<file path="config.mk">
export PLATFORM = sky130hd
export DESIGN_NAME = tx_burst_framer
export DESIGN_NICKNAME = d
export VERILOG_FILES = /design/src/rtl/txf_pkg.sv /design/src/rtl/txf_edge_detect.sv /design/src/rtl/txf_bit_timer.sv /design/src/rtl/txf_seq_fsm.sv /design/src/rtl/txf_bit_capture.sv /design/src/rtl/tx_burst_framer.sv
export SDC_FILE = /design/constraint.sdc
export NUM_CORES = 1
export LEC_CHECK = 0
export ABC_AREA = 1
export ABC_CLOCK_PERIOD_IN_PS = 4700
export BUFFER_PORTS_ARGS = -buffer_cell sky130_fd_sc_hd__clkbuf_2
export CAP_MARGIN = 15
export CORE_MARGIN = 3
export CORE_UTILIZATION = 35
export CTS_CLUSTER_DIAMETER = 60
export DETAILED_ROUTE_END_ITERATION = 8
export SETUP_SLACK_MARGIN = 0.02
export SLEW_MARGIN = 20
export SYNTH_ARGS = -nofsm -noshare
export SYNTH_HDL_FRONTEND = slang
export SYNTH_SLANG_ARGS = --single-unit
</file>
<file path="constraint.sdc">
create_clock -name clk -period 4.7 [get_ports clk]
set_clock_uncertainty 0.15 [all_clocks]
set_input_delay 0.94 -clock clk [delete_from_list [all_inputs] [get_ports clk]]
set_output_delay 0.94 -clock clk [all_outputs]
set_load 0.05 [all_outputs]
</file>
<file path="src/rtl/txf_pkg.sv">
package txf_pkg;

    typedef enum logic [1:0] {
        ST_IDLE    = 2'd0,
        ST_HEADER  = 2'd1,
        ST_PAYLOAD = 2'd2,
        ST_TAIL    = 2'd3
    } txf_state_e;

    // Bit time in master-clock cycles for a rate code, given the clock in MHz.
    function automatic int unsigned bit_period(input logic [1:0] code,
                                               input int unsigned clk_mhz);
        int unsigned p;
        case (code)
            2'd0:    p = clk_mhz;
            2'd1:    p = clk_mhz / 2;
            2'd2:    p = (clk_mhz * 2) / 11;
            default: p = clk_mhz / 11;
        endcase
        return p;
    endfunction

endpackage

</file>
<file path="src/rtl/txf_edge_detect.sv">
module txf_edge_detect (
    input  logic clk,
    input  logic rst_n,
    input  logic level_i,
    output logic rise_o,
    output logic fall_o
);
    logic level_q;

    always_ff @(posedge clk or negedge rst_n) begin
        if (!rst_n) begin
            level_q <= 1'b0;
        end else begin
            level_q <= level_i;
        end
    end

    assign rise_o = level_i & ~level_q;
    assign fall_o = ~level_i & level_q;
endmodule

</file>
<file path="src/rtl/txf_bit_timer.sv">
module txf_bit_timer #(
    parameter int unsigned CLK_MHZ = 44
) (
    input  logic       clk,
    input  logic       rst_n,
    input  logic       load_i,
    input  logic [1:0] rate_i,
    input  logic       run_i,
    output logic       bit_end_o,
    output logic       half_end_o,
    output logic       clk_lvl_o
);
    localparam int unsigned CNT_W = $clog2(CLK_MHZ + 1);
    localparam logic [CNT_W-1:0] ONE = CNT_W'(1);

    logic [CNT_W-1:0] per_tab [4];
    logic [CNT_W-1:0] per_q;
    logic [CNT_W-1:0] cnt_q;
    logic [CNT_W-1:0] half;

    for (genvar g = 0; g < 4; g++) begin : g_per
        assign per_tab[g] = CNT_W'(txf_pkg::bit_period(2'(g), CLK_MHZ));
    end

    assign half = per_q >> 1;

    always_ff @(posedge clk or negedge rst_n) begin
        if (!rst_n) begin
            per_q <= CNT_W'(CLK_MHZ);
        end else if (load_i) begin
            per_q <= per_tab[rate_i];
        end
    end

    always_ff @(posedge clk or negedge rst_n) begin
        if (!rst_n) begin
            cnt_q <= '0;
        end else if (!run_i) begin
            cnt_q <= '0;
        end else if (cnt_q == per_q - ONE) begin
            cnt_q <= '0;
        end else begin
            cnt_q <= cnt_q + ONE;
        end
    end

    assign bit_end_o  = run_i && (cnt_q == per_q - ONE);
    assign half_end_o = run_i && (cnt_q == half - ONE);
    assign clk_lvl_o  = run_i && (cnt_q < half);
endmodule

</file>
<file path="src/rtl/txf_seq_fsm.sv">
module txf_seq_fsm
    import txf_pkg::*;
#(
    parameter int unsigned HDR_W    = 8,
    parameter int unsigned TAIL_CYC = 176
) (
    input  logic             clk,
    input  logic             rst_n,
    input  logic             rise_i,
    input  logic             fall_i,
    input  logic             bit_end_i,
    input  logic [HDR_W-1:0] hdr_len_i,
    input  logic             cap_fire_i,
    output logic             start_o,
    output logic             run_o,
    output logic             ready_o,
    output logic             cap_en_o
);
    localparam int unsigned TAIL_W = $clog2(TAIL_CYC);

    txf_state_e      state_q, state_d;
    logic [HDR_W-1:0] bc_q;
    logic [TAIL_W-1:0] tc_q;
    logic            last_q;
    logic [HDR_W:0]  bc_inc;
    logic            hdr_done;
    logic            tail_done;

    assign bc_inc    = {1'b0, bc_q} + (HDR_W+1)'(1);
    assign hdr_done  = bc_inc >= {1'b0, hdr_len_i};
    assign tail_done = (tc_q == TAIL_W'(TAIL_CYC - 1));

    // State register
    always_ff @(posedge clk or negedge rst_n) begin
        if (!rst_n) begin
            state_q <= ST_IDLE;
        end else begin
            state_q <= state_d;
        end
    end

    // Next-state logic
    always_comb begin
        state_d = state_q;
        unique case (state_q)
            ST_IDLE:    if (rise_i) state_d = ST_HEADER;
            ST_HEADER: begin
                if (fall_i)                     state_d = ST_TAIL;
                else if (bit_end_i && hdr_done) state_d = ST_PAYLOAD;
            end
            ST_PAYLOAD: if (fall_i) state_d = ST_TAIL;
            ST_TAIL:    if (tail_done) state_d = ST_IDLE;
        endcase
    end

    // Header bit count, tail count and final-bit allowance
    always_ff @(posedge clk or negedge rst_n) begin
        if (!rst_n) begin
            bc_q   <= '0;
            tc_q   <= '0;
            last_q <= 1'b0;
        end else begin
            unique case (state_q)
                ST_IDLE: begin
                    bc_q   <= '0;
                    tc_q   <= '0;
                    last_q <= 1'b0;
                end
                ST_HEADER: begin
                    if (bit_end_i && !hdr_done) bc_q <= bc_q + HDR_W'(1);
                    tc_q   <= '0;
                    last_q <= 1'b0;
                end
                ST_PAYLOAD: begin
                    tc_q   <= '0;
                    last_q <= fall_i;
                end
                ST_TAIL: begin
                    if (!tail_done) tc_q <= tc_q + TAIL_W'(1);
                    if (cap_fire_i) last_q <= 1'b0;
                end
            endcase
        end
    end

    // Outputs
    always_comb begin
        start_o  = 1'b0;
        run_o    = 1'b1;
        ready_o  = 1'b0;
        cap_en_o = 1'b0;
        unique case (state_q)
            ST_IDLE: begin
                run_o   = 1'b0;
                start_o = rise_i;
            end
            ST_HEADER:  ;
            ST_PAYLOAD: begin
                ready_o  = 1'b1;
                cap_en_o = 1'b1;
            end
            ST_TAIL:    cap_en_o = last_q;
        endcase
    end
endmodule

</file>
<file path="src/rtl/txf_bit_capture.sv">
module txf_bit_capture (
    input  logic clk,
    input  logic rst_n,
    input  logic load_i,
    input  logic fall_edge_i,
    input  logic cap_en_i,
    input  logic bit_end_i,
    input  logic half_end_i,
    input  logic din_i,
    output logic fire_o,
    output logic bit_o,
    output logic vld_o
);
    logic mode_q;

    always_ff @(posedge clk or negedge rst_n) begin
        if (!rst_n) begin
            mode_q <= 1'b0;
        end else if (load_i) begin
            mode_q <= fall_edge_i;
        end
    end

    assign fire_o = cap_en_i && (mode_q ? half_end_i : bit_end_i);

    always_ff @(posedge clk or negedge rst_n) begin
        if (!rst_n) begin
            bit_o <= 1'b0;
            vld_o <= 1'b0;
        end else begin
            vld_o <= fire_o;
            if (fire_o) bit_o <= din_i;
        end
    end
endmodule

</file>
<file path="src/rtl/tx_burst_framer.sv">
module tx_burst_framer #(
    parameter int unsigned CLK_MHZ = 44,
    parameter int unsigned TAIL_US = 4,
    parameter int unsigned HDR_W   = 8
) (
    input  logic             clk,
    input  logic             rst_n,
    input  logic             burst_en_i,
    input  logic [1:0]       rate_sel_i,
    input  logic             fall_edge_i,
    input  logic [HDR_W-1:0] hdr_len_i,
    input  logic             ser_din_i,
    output logic             tx_clk_o,
    output logic             ready_o,
    output logic             active_o,
    output logic             pay_bit_o,
    output logic             pay_vld_o
);
    localparam int unsigned TAIL_CYC = TAIL_US * CLK_MHZ;

    logic rise, fall, start, run, cap_en, fire, bit_end, half_end;

    txf_edge_detect u_edge (
        .clk     (clk),
        .rst_n   (rst_n),
        .level_i (burst_en_i),
        .rise_o  (rise),
        .fall_o  (fall)
    );

    txf_bit_timer #(.CLK_MHZ(CLK_MHZ)) u_timer (
        .clk        (clk),
        .rst_n      (rst_n),
        .load_i     (start),
        .rate_i     (rate_sel_i),
        .run_i      (run),
        .bit_end_o  (bit_end),
        .half_end_o (half_end),
        .clk_lvl_o  (tx_clk_o)
    );

    txf_seq_fsm #(.HDR_W(HDR_W), .TAIL_CYC(TAIL_CYC)) u_fsm (
        .clk        (clk),
        .rst_n      (rst_n),
        .rise_i     (rise),
        .fall_i     (fall),
        .bit_end_i  (bit_end),
        .hdr_len_i  (hdr_len_i),
        .cap_fire_i (fire),
        .start_o    (start),
        .run_o      (run),
        .ready_o    (ready_o),
        .cap_en_o   (cap_en)
    );

    txf_bit_capture u_cap (
        .clk         (clk),
        .rst_n       (rst_n),
        .load_i      (start),
        .fall_edge_i (fall_edge_i),
        .cap_en_i    (cap_en),
        .bit_end_i   (bit_end),
        .half_end_i  (half_end),
        .din_i       (ser_din_i),
        .fire_o      (fire),
        .bit_o       (pay_bit_o),
        .vld_o       (pay_vld_o)
    );

    assign active_o = run;
endmodule

</file>
== Yosys cells after proc, flatten, opt, wreduce, memory -nomap -nowiden ==
Index checks and enable logic that the tools add are counted.

* Output and inout port bits: 5
* Flip-flop bits (word level): 35
* Bits of input ports: 15
* Word-level logic and storage cells: 72

* Reduce and logical (&&, ||, !) cells: 13
* Muxes and demuxes: 22
* Add/sub/neg operators: 6
* Bitwise logic cells: 5
* Equality and inequality tests: 13
* $lt $le $gt $ge: 3

{| class="wikitable"
|+ Operators with widths
! kind !! count
|-
| $pmux W8 S2 || 2
|-
| $mux W6 || 4
|-
| $add A8 B1 Y8 const B || 2
|-
| $mux W8 || 2
|-
| $bmux W6 S2 || 1
|-
| $eq A6 B6 Y1 || 2
|-
| $mux W2 || 5
|-
| $add A8 B1 Y9 const B || 1
|-
| $ge A9 B8 Y1 || 1
|-
| $eq A8 B8 Y1 const B || 1
|-
| $ne A2 B1 Y1 const B || 4
|-
| $pmux W2 S4 || 1
|-
| $add A6 B1 Y6 const B || 1
|-
| $logic_and A1 B1 Y1 || 6
|-
| $lt A6 B5 Y1 || 1
|-
| $sub A5 B1 Y6 const B || 1
|-
| $sub A6 B1 Y6 const B || 1
|-
| $mux W1 || 5
|-
| $eq A2 B2 Y1 const B || 2
|-
| $ne A2 B2 Y1 const B || 2
|-
| $reduce_and A4 Y1 || 1
|-
| $ge A3 B3 Y1 const B || 1
|-
| $ne A3 B2 Y1 const B || 1
|-
| $not A2 Y3 || 1
|-
| 11 further kinds || 13
|}

== Longest topological paths before layout ==
Gate-level depths: netlist (run 1).

* Depth after elaboration: 7
* Gate-level depth with buffers: 16
* Mapped depth without buffers: 16

== By module ==
A second synthesis (run 1) with hierarchy kept.

* Cells, all modules: 301
* Area total of the unflattened synthesis: 2,296.0 um2

{| class="wikitable"
|+ Modules (own cells, without submodules)
! module !! sequential area each (um2) !! area each (um2) !! times used !! cells each
|-
| txf_seq_fsm || 475.5 || 1,295.0 || 1 || 159
|-
| txf_bit_timer || 254.0 || 818.3 || 1 || 119
|-
| txf_bit_capture || 75.1 || 142.6 || 1 || 18
|-
| txf_edge_detect || 25.0 || 40.0 || 1 || 5
|}

== Least setup slack after synthesis (run 1) ==
Ideal clock, no wire load.

* Path type: register -> output
* Start: reg u_fsm.state_q[0]
* End: out tx_clk_o
* Buffers on the path: 0
* Stages on the path, launching flop included: 6
* Arrival time: 2,430 ps
* Data required time: 3,610 ps
* Slack: 1,180 ps
* Cell sequence: dfrtp_1 > inv_1 > ha_1 > inv_1 > nand2_1 > a211oi_1

* Word-level cells in the longest chain between the ends: 3

{| class="wikitable"
|+ Ends and longest elaborated chain
! element !! line !! RTL
|-
| start, declared || txf_seq_fsm.sv:21 || <nowiki>txf_state_e state_q, state_d;</nowiki>
|-
| start signal, assigned || txf_seq_fsm.sv:38 || <nowiki>state_q <= state_d;</nowiki>
|-
| $logic_not A2 Y1 || txf_seq_fsm.sv:92 || <nowiki>unique case (state_q)</nowiki>
|-
| $mux W1 || txf_seq_fsm.sv:92 ||
|-
| via active_o || tx_burst_framer.sv:15 || <nowiki>output logic active_o,</nowiki>
|-
| $logic_and A1 B1 Y1 || txf_bit_timer.sv:49 || <nowiki>assign clk_lvl_o = run_i && (cnt_q < half);</nowiki>
|-
| end, declared || tx_burst_framer.sv:13 || <nowiki>output logic tx_clk_o,</nowiki>
|}

The timed path passes the listed nets, and every way through them passes these cells.

== Final worst setup path (run 1) ==
* Start: reg u_timer.per_q[3]
* End: out tx_clk_o

* Word-level cells in the longest chain between the ends: 2

{| class="wikitable"
|+ Ends and longest elaborated chain
! element !! line !! RTL
|-
| start, declared || txf_bit_timer.sv:17 || <nowiki>logic [CNT_W-1:0] per_q;</nowiki>
|-
| start signal, assigned || txf_bit_timer.sv:29 || <nowiki>per_q <= CNT_W'(CLK_MHZ);</nowiki>
|-
| start signal, assigned || txf_bit_timer.sv:31 || <nowiki>per_q <= per_tab[rate_i];</nowiki>
|-
| $lt A6 B5 Y1 || txf_bit_timer.sv:49 ||
|-
| $logic_and A1 B1 Y1 || txf_bit_timer.sv:49 ||
|}

No other way between the ends.

==> results by stage, run 1 <==
Cells and area:
- After routing the design area is 2590 µm².
- The post-synthesis to final-layout area growth is 10.6%.
- 0 antenna diodes ended up in the layout.
- After filler insertion, the fill cell instance count of the layout stands at 665.
- In the final layout, flip-flops and latches occupy 830 µm².
- In the final layout, the share of cells above drive strength 1 is 0.138.
- In the final design database the tool counted 377 nets.
- Summing all multi-input logic gate instances after layout gives 1280 µm².

Place:
- The detailed placement HPWL is approximately 3700 µm.
- After detailed placement, the total cell area comes to ~2500 µm².
- Routability-driven placement finished with a final weighted congestion of 0.867.
- The count of input and output buffers is 19.

Clock network:
- The clock net in this run drives a total of 33 sinks.
- After clock tree synthesis, the flow added hold-fix buffers numbering 0.
- The TritonCTS clock tree is yes.
- After clock tree synthesis, the clock-pin slew on the worst setup and hold paths is ~60 ps.
- The number of setup buffers added after CTS is 0.
- The clock latency reported for the late side of the worst-skew pair is 280 ps.
- In this run, post-CTS repair resized a total of 0 instances.
- The root buffer selected by CTS is sky130_fd_sc_hd__clkbuf_8.
- Clock tree synthesis inserted a total of 5 buffers.
- The H-tree was split into 2 levels.
- Counting along the longest clock path gives a buffer depth of 2.

Logic synthesis:
- The total nets after synthesis is about 350.
- Synthesis produced 317 cells.
- The most common flop cell mapped by yosys is sky130_fd_sc_hd__dfrtp_1.
- The average size of a mapped cell is around 7.4 µm².
- In this run, synthesis produced a sequential element count of 33.
- Of the post-synthesis cell area, the dominant cell type holds 0.321.
- The count of synthesis-stage warnings from yosys is 0.
- The number of enable flip-flop cells after synthesis is 0.
- The number of distinct library cells after synthesis is 34.
- The biggest area contributor in the post-synthesis netlist is sky130_fd_sc_hd__dfrtp_1.
- In the synthesized netlist, the cells that appear most often are sky130_fd_sc_hd__nand2_1 (72), sky130_fd_sc_hd__inv_1 (54), sky130_fd_sc_hd__nand3_1 (38).
- Yosys instantiated no cell more often than sky130_fd_sc_hd__nand2_1.
- The synthesized netlist occupies a cell area of 2340 µm².
- The async set or reset register ratio after synthesis is 1.00.
- By area the synthesized netlist is led by sky130_fd_sc_hd__dfrtp_1 (32%), sky130_fd_sc_hd__nand2_1 (12%), sky130_fd_sc_hd__ha_1 (11%).
- The sequential area share after synthesis is 0.355.

Timing:
- The share of the clock period used by the worst path after layout is 0.659.
- The worst hold slack across all endpoints is 329 ps.
- The final number of setup-violating endpoints is 0.
- The max-slew violation total from the final report is 0.
- The post-route minimum period is 3100 ps.
- Static timing analysis puts the maximum clock frequency at 323 MHz.
- Setup repair after global routing left no endpoint under its margin.
- The total negative setup slack is 0 ps.
- The number of hold violations in the final report came to 0.
- The relative slew slack is 0.435.
- For the pin with the worst max-slew slack, the measured transition is approximately 850 ps.

Routing:
- The number of routed nets with antenna violations is 0.
- The average via count per standard cell is ~4.8.
- The routed design has approximately 4800 µm of wire.
- The first-iteration detailed-routing DRC count is 73.
- For this block, the via count after detailed routing is 1991.
- The average wire per standard cell is 11.5 µm.
- Before antenna repair, the detailed router went through 4 iterations.
- For this run, design rule violations remaining after detail routing come to 0.

Global routing:
- The aggregate global-route resource usage is 0.140.
- The via count of the first global-routing pass is 2012.
- Global routing finished with a remaining overflow of 0.
- Entering global routing, the biggest net connects 34 pins.
- The initial antenna violation count was 0.
- The global-route wire length before repair is between 8000 and 9000 µm.

Worst hold path:
- The class of the tightest hold or removal check is flop to flop.
- For hold timing, the worst endpoint is u_cap.bit_o.
- The worst hold path was traced through 2 stages.
- The hold path startpoint is u_cap.bit_o.

Floorplan:
- The initial utilization of the core area, before any placement, comes to 0.364.
- The floorplan step set the die height to 87.8 µm.
- Pin placement for this block handled 20 I/O pins.
- The horizontal die dimension is 87.8 µm.
- The floorplan has 29 rows.
- The die area is 7700 µm².
- The region available for standard cell placement spans approximately 6400 µm².

Setup path:
- STA classifies the critical path endpoint as an output port.
- STA classifies the critical path startpoint as a flop.
- The worst register-to-register path begins at u_fsm.bc_q[0].
- Along the worst path, the maximum fanout reaches 6.
- The setup path with the least slack is of type flop to output port.
- The worst register-to-register path ends at u_fsm.bc_q[0].
- The worst setup slack for register-to-register paths is 1930 ps.
- The worst endpoint data arrival time is 2010 ps.
- For the worst flop-to-flop path, the logic depth is 14.
- The required time of the worst setup path is 3610 ps.

Run:
- Across the run, the number of max-cap violations was 0.

Power:
- The power per cell area is 485 nW/µm².
- The leakage power figure is 0.00139 µW.
- IR analysis of the VDD net gives a maximum drop of about 0.00024 V.

Outcome:
- The flow ran to the end, and the final reports show no timing, DRC or antenna violations.
-- worst max path at each step --
stage,to,depth (start not counted),slack (ps),start
final,tx_clk_o,6,1600,u_timer.per_q[3]
after detailed placement,tx_clk_o,6,1880,u_timer.per_q[3]
after global routing,tx_clk_o,6,1430,u_timer.per_q[3]
after global placement,tx_clk_o,6,1940,u_timer.per_q[3]
after CTS,tx_clk_o,6,1570,u_timer.per_q[3]
after floorplan,tx_clk_o,5,1180,u_fsm.state_q[0]
-- kinds of logic (layout without fill, tap and decap cells) --
group | after synthesis | in the layout | synth area share
simple gates | 165 | 165 | 0.321
xor+xnor | 9 | 9 | 0.0337
buf+inv | 58 | 81 | 0.0968
flops | 33 | 33 | 0.355
compound gates | 31 | 31 | 0.0818
fa+ha+maj | 21 | 21 | 0.112
-- layout make-up --
class,count,area share
inverters,56,0.0812
well taps,77,0.0372
clock buffers,5,0.0266
clock inverters,1,0.00193
repair buffers,19,0.0367
multi-input cells,226,0.496
flip-flops and latches,33,0.320
-- registers in the layout (all words and copies together) (netlist names) --
| register | flops |
|---|---|
| u_fsm.tc_q | 8 |
| u_timer.cnt_q | 6 |
| u_timer.per_q | 4 |
| u_fsm.state_q | 2 |
| u_fsm.last_q | 1 |
| u_cap.bit_o | 1 |
| u_edge.level_q | 1 |
| u_cap.vld_o | 1 |
| u_fsm.bc_q | 8 |
| u_cap.mode_q | 1 |
-- layout by cell type, fill, tap and decap left out, types with 3 or more instances in the layout --
| cell | instances |
|---|---|
| sky130_fd_sc_hd__clkbuf_8 | 5 |
| sky130_fd_sc_hd__inv_1 | 54 |
| sky130_fd_sc_hd__xnor2_1 | 3 |
| sky130_fd_sc_hd__a21oi_1 | 11 |
| sky130_fd_sc_hd__nand2_1 | 72 |
| sky130_fd_sc_hd__ha_1 | 21 |
| sky130_fd_sc_hd__nand2_2 | 5 |
| sky130_fd_sc_hd__xor2_1 | 6 |
| sky130_fd_sc_hd__nor2_1 | 29 |
| sky130_fd_sc_hd__dfrtp_1 | 30 |
| sky130_fd_sc_hd__clkbuf_2 | 19 |
| sky130_fd_sc_hd__dfstp_2 | 3 |
| sky130_fd_sc_hd__o21ai_2 | 4 |
| sky130_fd_sc_hd__nor2_2 | 4 |
| sky130_fd_sc_hd__o21ai_0 | 7 |
| sky130_fd_sc_hd__nor3_1 | 5 |
| sky130_fd_sc_hd__nand3_1 | 38 |
-- metal layers --
metal	routed length (µm)	up-vias	track usage
met5	0	-	0
met4	28	0	0.0335
met3	125	4	0.0405
met2	2420	26	0.239
met1	2220	903	0.175
li1	-	1058	-
-- report_power, final --
group,internal [µW],switching (µW),total [µW]
sequential,350,73.4,424
clock,97.2,96.9,194
combinational,207,432,638
total,654,602,1260
-- per-stage QoR --
step	utilization	power, µW	std cells	setup slack, ps
floorplan	-	922	317	1180
global placement	0.392	1060	411	1940
detailed placement	0.392	1070	411	1880
CTS	0.403	1270	417	1570
global route	0.403	1390	417	1430
finish	0.403	1260	417	1600
-- worst max-delay path, stage by stage (launching register included) --
cell	delay, ps
sky130_fd_sc_hd__dfstp_2	580
sky130_fd_sc_hd__inv_1	100
sky130_fd_sc_hd__ha_1	280
sky130_fd_sc_hd__a21oi_1	170
sky130_fd_sc_hd__o21bai_1	70
sky130_fd_sc_hd__a211oi_1	200
sky130_fd_sc_hd__clkbuf_2	310
Note: power is estimated with default switching activity, not from simulation.
==> run 2: changes to the inputs <==
- ABC_CLOCK_PERIOD_IN_PS: 4700 -> 2700
- clock period: 4.7 -> 2.7 ns (I/O delays scaled with it)
==> results by stage, run 2 (synthesized netlist as in run 1, its figures left out) <==
Clock network:
- For this design, the sink count on the clock tree is 33.
- The root buffer selected by CTS is sky130_fd_sc_hd__clkbuf_8.
- The number of clock buffers added by TritonCTS is 5.
- For this design, the CTS-stage hold fixing added 0 buffers.
- The buffer levels on the longest clock path is 2.
- The H-tree depth is 2.
- The clock transition at the register clock pins on the worst setup and hold paths after CTS is about 70 ps.
- The clock latency reported for the late side of the worst-skew pair is 290 ps.
- The TritonCTS clock tree is yes.

Setup path:
- The worst setup slack for register-to-register paths is about 120 ps.
- The startpoint of the worst-slack reg-to-reg timing path is u_fsm.bc_q[0].
- The critical path starts at u_timer.per_q[2].
- Data arrives at the worst endpoint at about 1900 ps.
- At the worst endpoint, the required time is 2010 ps.
- The startpoint kind of the worst setup timing path is a flop.
- The capturing instance or port of the critical path is tx_clk_o.
- The critical path is of the flop to output port type.
- For the worst flop-to-flop path, the logic depth is 15.
- The endpoint identified for the worst register-to-register timing path is u_fsm.state_q[1].
- The worst setup path is captured at an output port.
- Of all nets on the critical path, the largest fanout is 3.

Place:
- The detailed placement HPWL is 3830 µm.
- The instance area at placement is between 2000 and 3000 µm².
- The last weighted congestion value of the routability-driven placer is 0.833.
- The count of input and output buffers is 19.

Power:
- Power spread over the standard cell area amounts to 816 nW/µm².
- For this design the static power due to leakage is about 0.0015 µW.
- Summing internal, switching and leakage power gives 2320 µW.
- The worst-case IR drop observed on VDD is 0.000276 V.

Global routing:
- Global routing finished with a remaining overflow of 0.
- The global-route wire length before repair is between 8000 and 9000 µm.
- For this run, the total global-route usage over all layers was measured as 0.141.
- The via count of the first global-routing pass came to 1945.
- The initial antenna violation count is 0.
- Entering global routing, the biggest net connects 34 pins.

Floorplan:
- The effective utilization at floorplan is 0.364.
- The die is 87.8 µm wide.
- The floorplan has 29 rows.
- The top-level port count is 20.
- The die area is 7700 µm².
- The placeable core region is 6420 µm².
- The die boundary height is approximately 90 µm.

Outcome:
- The flow ran to the end, and the final reports show no timing, DRC or antenna violations.

Timing:
- The max-slew violation total from the final report is 0.
- The worst hold slack across all endpoints is 194 ps.
- Subtracting the final worst setup slack from the clock period gives 2590 ps.
- Of the available clock period, the critical path in the final layout requires 0.960.
- The number of hold violations in the final report is 0.
- At the pin with the least slew margin, the transition time is 864 ps.
- The highest attainable clock frequency is 386 MHz.
- The final number of setup-violating endpoints is 0.
- The relative slew slack is 0.424.

Cells and area:
- In the final layout, the registers with the most flip-flops are u_fsm.bc_q: 8 flops, u_fsm.tc_q: 8 flops, u_timer.cnt_q: 6 flops.
- The library cell used most frequently in the layout, excluding fill and tap cells, is sky130_fd_sc_hd__nand2_1.
- In the layout the commonest cells are sky130_fd_sc_hd__nand2_1 (69), sky130_fd_sc_hd__inv_1 (53), sky130_fd_sc_hd__nand3_1 (34), sky130_fd_sc_hd__dfrtp_1 (29), sky130_fd_sc_hd__nor2_1 (26).
- With fillers left out, the area of the finished cells amounts to around 2800 µm².
- The net count reported at finish is 387.
- The area growth from synthesis to layout is 21.5%.
- In the final layout, the share of cells above drive strength 1 is 0.222.
- The repair_antennas step left the layout with diodes totalling 0.
- Once layout is complete, the utilization of the core stands at 0.443.
- Fill cells in the final layout number 638.

Worst hold path:
- In this run the worst hold path is classified as primary input to asynchronous set/reset pin.

Routing:
- The first routing iteration left 74 violations.
- The total vias in the final route is 2099.
- The pre-antenna-repair detailed-routing pass consisted of 4 iterations.
- The post-detailed-route DRC marker count is 0.
- The average via count per standard cell is 4.90.
- In the final routed layout, each cell accounts on average for 12.3 µm.
- The number of routed nets with antenna violations is 0.
- Wires add up to 5260 µm.

Run:
- Across the run, the number of max-cap violations was 0.
-- run 2: cell count changes in the layout (fill, tap and decap cells not counted), sizes merged --
| cell | previous run | this run |
|---|---|---|
| clkbuf | 24 | 25 |
| buf | 0 | 10 |
| clkinv | 1 | 0 |
| nand2 | 77 | 78 |
-- run 2: worst min path at each step --
| stage | from | end | slack, ps |
|---|---|---|---|
| 6_report | rst_n | u_timer.cnt_q[4] | 190 |
| 2_1_floorplan | rst_n | u_cap.bit_o | 90 |
| 3_5_place_dp | u_cap.bit_o | u_cap.bit_o | 330 |
| 4_1_cts | rst_n | u_timer.cnt_q[4] | 230 |
| 5_1_grt | rst_n | u_timer.cnt_q[4] | 260 |
| 3_3_place_gp | u_cap.bit_o | u_cap.bit_o | 310 |
-- run 2: layout make-up --
type,count,area [µm²],share of cell area
flip-flops and latches,33,831,0.292
multi-input cells,227,1450,0.509
clock buffers,7,86.3,0.0304
repair buffers,28,169,0.0594
well taps,77,96.3,0.0339
inverters,56,213,0.0748
-- run 2: repair_timing --
action | CTS | global route
resized for setup | 2 | 30
endpoints found under the setup margin | 3 | 11
pin swaps | 1 | 16
setup buffers | 1 | 3
cloned | 0 | 1
-- run 2: critical path, cell delays in order, from the launching register on --
cell and delay (ps):
sky130_fd_sc_hd__dfstp_2 550, sky130_fd_sc_hd__inv_1 80, sky130_fd_sc_hd__ha_1 280, sky130_fd_sc_hd__inv_1 60, sky130_fd_sc_hd__o21bai_1 50, sky130_fd_sc_hd__a21oi_1 120, sky130_fd_sc_hd__o21bai_1 80, sky130_fd_sc_hd__a211oi_2 200
sky130_fd_sc_hd__buf_6 190
-- run 2: power by group --
group          leakage, µW  total [µW]  internal, µW  switching (µW)
clock            0.0000443         377           202             175
combinational      0.00102        1210           419             787
sequential        0.000433         737           610             127
total              0.00149        2320          1230            1090
-- run 2: metal layers --
| layer | track usage | wire, µm |
|---|---|---|
| met1 | 0.183 | 2380 |
| met2 | 0.236 | 2700 |
| met3 | 0.0226 | 109 |
| met4 | 0.0502 | 72 |
| met5 | 0 | 0 |
-- run 2: metrics by stage --
stage	setup slack, ps	setup TNS (ps)	instances
2_1_floorplan	37.6	0	317
5_1_grt	-57.4	-100	428
3_5_place_dp	53.6	0	416
3_3_place_gp	43.7	0	416
4_1_cts	42.2	0	424
6_report	109	0	428
==> run 3: changes to the inputs <==
- BUFFER_PORTS_ARGS: -buffer_cell sky130_fd_sc_hd__clkbuf_2 -> -buffer_cell sky130_fd_sc_hd__buf_4
- CORE_MARGIN: 3 -> 4
==> results by stage, run 3 (synthesized netlist as in run 1, its figures left out) <==
Outcome:
- The flow ran to the end, and the final reports show no timing, DRC or antenna violations.

Global routing:
- The aggregate global-route resource usage is 0.134.
- The first global-routing pass estimated 9090 µm of wire.
- The initial antenna violation count was 0.
- The overflow left after global routing is 0.
- Entering global routing, the biggest net connects 34 pins.
- The via count of the first global-routing pass is 1999.

Floorplan:
- The effective utilization at floorplan is 0.364.
- The floorplan step set the die height to 89.8 µm.
- The horizontal die dimension is 89.8 µm.
- The placeable core region is 6420 µm².
- The count of standard-cell rows is 29.
- The die area is 8060 µm².
- The top-level port count is 20.

Timing:
- The post-route minimum period is 2550 ps.
- The number of hold violations in the final report is 0.
- The final number of setup-violating endpoints is 0.
- The worst setup margin is 152 ps.
- Dividing the final minimum period by the clock period gives 0.944.
- The highest attainable clock frequency is 392 MHz.
- At the pin with the least slew margin, the transition time is 438 ps.
- The relative slew slack is 0.708.
- The max-slew violation total from the final report is 0.

Setup path:
- The cell at the slowest stage of the critical path is sky130_fd_sc_hd__dfstp_2.
- The kind of cell adding the most delay to the critical path is flip-flops.
- The startpoint kind of the worst setup timing path is a flop.
- The required time of the worst setup path is 2010 ps.
- STA classifies the critical path endpoint as an output port.
- The largest driver fanout on the critical path is 3.
- Counting both buffers and inverters, the worst setup path holds a total of 3.
- For the worst setup path, the data arrival time is roughly 1900 ps.
- The cell repeated most along the worst path is sky130_fd_sc_hd__o21bai_1.
- In this design, the stage delay of the slowest critical-path cell is 560 ps.
- The critical path is of the flop to output port type.
- Traced cell by cell, the critical path runs through inv_4, ha_4, inv_2, o21bai_1, a21oi_1, o21bai_1, a211oi_2, buf_6.

Clock network:
- Clock tree synthesis inserted a total of 5 buffers.
- The clock net in this run drives a total of 33 sinks.
- The H-tree was split into 2 levels.
- The TritonCTS clock tree is yes.
- The number of buffers added to fix hold violations after cts is 0.
- The root buffer selected by CTS is sky130_fd_sc_hd__clkbuf_8.
- The buffer levels on the longest clock path is 2.
- The clock latency reported for the late side of the worst-skew pair is between 200 and 300 ps.
- The clock transition at the register clock pins on the worst setup and hold paths after CTS is 70 ps.

Routing:
- Before antenna repair, the detailed router went through 4 iterations.
- For this block, the routed nets add up to 5070 µm of wire.
- The count of nets left with antenna violations once routing finished came out at 0.
- After detailed routing, the number of vias per cell comes to around 4.7.
- In this run, the number of DRC markers left after iteration 0 of detailed routing was 64.
- The detailed router placed 2025 vias in this run.
- The post-detailed-route DRC marker count is 0.
- The average wire per standard cell is 11.9 µm.

Cells and area:
- The post-synthesis to final-layout area growth is 22.1%.
- The library cell used most frequently in the layout, excluding fill and tap cells, is sky130_fd_sc_hd__nand2_1.
- The top cell types in the final layout, fill and taps aside, are sky130_fd_sc_hd__nand2_1 (72), sky130_fd_sc_hd__inv_1 (50), sky130_fd_sc_hd__nand3_1 (36), sky130_fd_sc_hd__dfrtp_1 (28), sky130_fd_sc_hd__nor2_1 (27).
- After the flow finishes, the layout carries non-filler instances totaling 427.
- The count of inserted antenna diode cells is 0.
- The ratio of cells with drive above 1 in the final layout is 0.217.
- The final design utilization is 0.445.
- The largest registers in the layout are u_fsm.bc_q: 8 flops, u_fsm.tc_q: 8 flops, u_timer.cnt_q: 6 flops.
- The final layout contains around 390 nets.
- The number of filler cells placed in the layout is 660.

Power:
- The peak supply drop is about 0.00026 V.
- The power per cell area is 864 nW/µm².
- The design draws around 2500 µW.
- The leakage power figure is 0.00147 µW.

Place:
- The congestion estimate from routability-driven global placement came to 0.794.
- The detailed placement HPWL is 3810 µm.
- Including well taps, the total number of placed cells is between 400 and 500.
- Port buffering added 19 buffers.
- Before CTS, the worst setup slack after placement is -27.0 ps.

Worst hold path:
- The path class of the tightest hold or removal check is primary input to asynchronous set/reset pin.

Run:
- Max-cap violations in this run came to 0.
[run 3: per-stage QoR]
stage / area, µm² / hold WS (ps) / setup TNS, ps
finish: 2860 / 38.3 / 0
global route: 2860 / 69.7 / -13.3
CTS: 2730 / 52.7 / 0
detailed placement: 2610 / 321 / -116
global placement: 2610 / 317 / 0
floorplan: 2340 / 94.4 / 0
[run 3: report_power, final]
| part | internal [µW] | switching, µW |
|---|---|---|
| logic | 459 | 795 |
| clock network | 301 | 187 |
| registers | 609 | 119 |
[run 3: per-layer routing]
metal | vias to the layer above | global-route usage | part of all wire
met1 | 918 | 0.178 | 0.48
met4 | 0 | 0.0498 | 0.015
met3 | 7 | 0.0217 | 0.024
met2 | 22 | 0.219 | 0.48
li1 | 1078 | - | -
met5 | - | 0 | 0
[run 3: final timing paths]
kind / startpoint / end / slack, ps / cells past startpoint
max: u_timer.per_q[2] / tx_clk_o / 150 / 8
min: rst_n / u_timer.cnt_q[2] / 40 / 1
max reg2reg: u_fsm.bc_q[1] / u_fsm.bc_q[0] / 220 / 14
min reg2reg: u_cap.bit_o / u_cap.bit_o / 330 / 2
max in group asynchronous: rst_n / u_timer.per_q[5] / 2020 / 1
min in group clk: burst_en_i / u_edge.level_q / 240 / 1
[run 3: layout make-up]
type	count	area, µm²	share of cell area
Tap cell	77	96.3	0.0337
Sequential cell	33	832	0.291
Inverter	56	213	0.0744
Clock buffer	7	86.3	0.0302
Timing Repair Buffer	27	206	0.0722
Multi-Input combinational cell	226	1390	0.488
Clock inverter	1	30.0	0.0105
[run 3: timing repair]
action,4_1_cts,5_1_grt
gates cloned,0,0
setup buffers,0,3
gates resized for setup,2,22
pin swaps,1,12
endpoints found under the setup margin,8,11
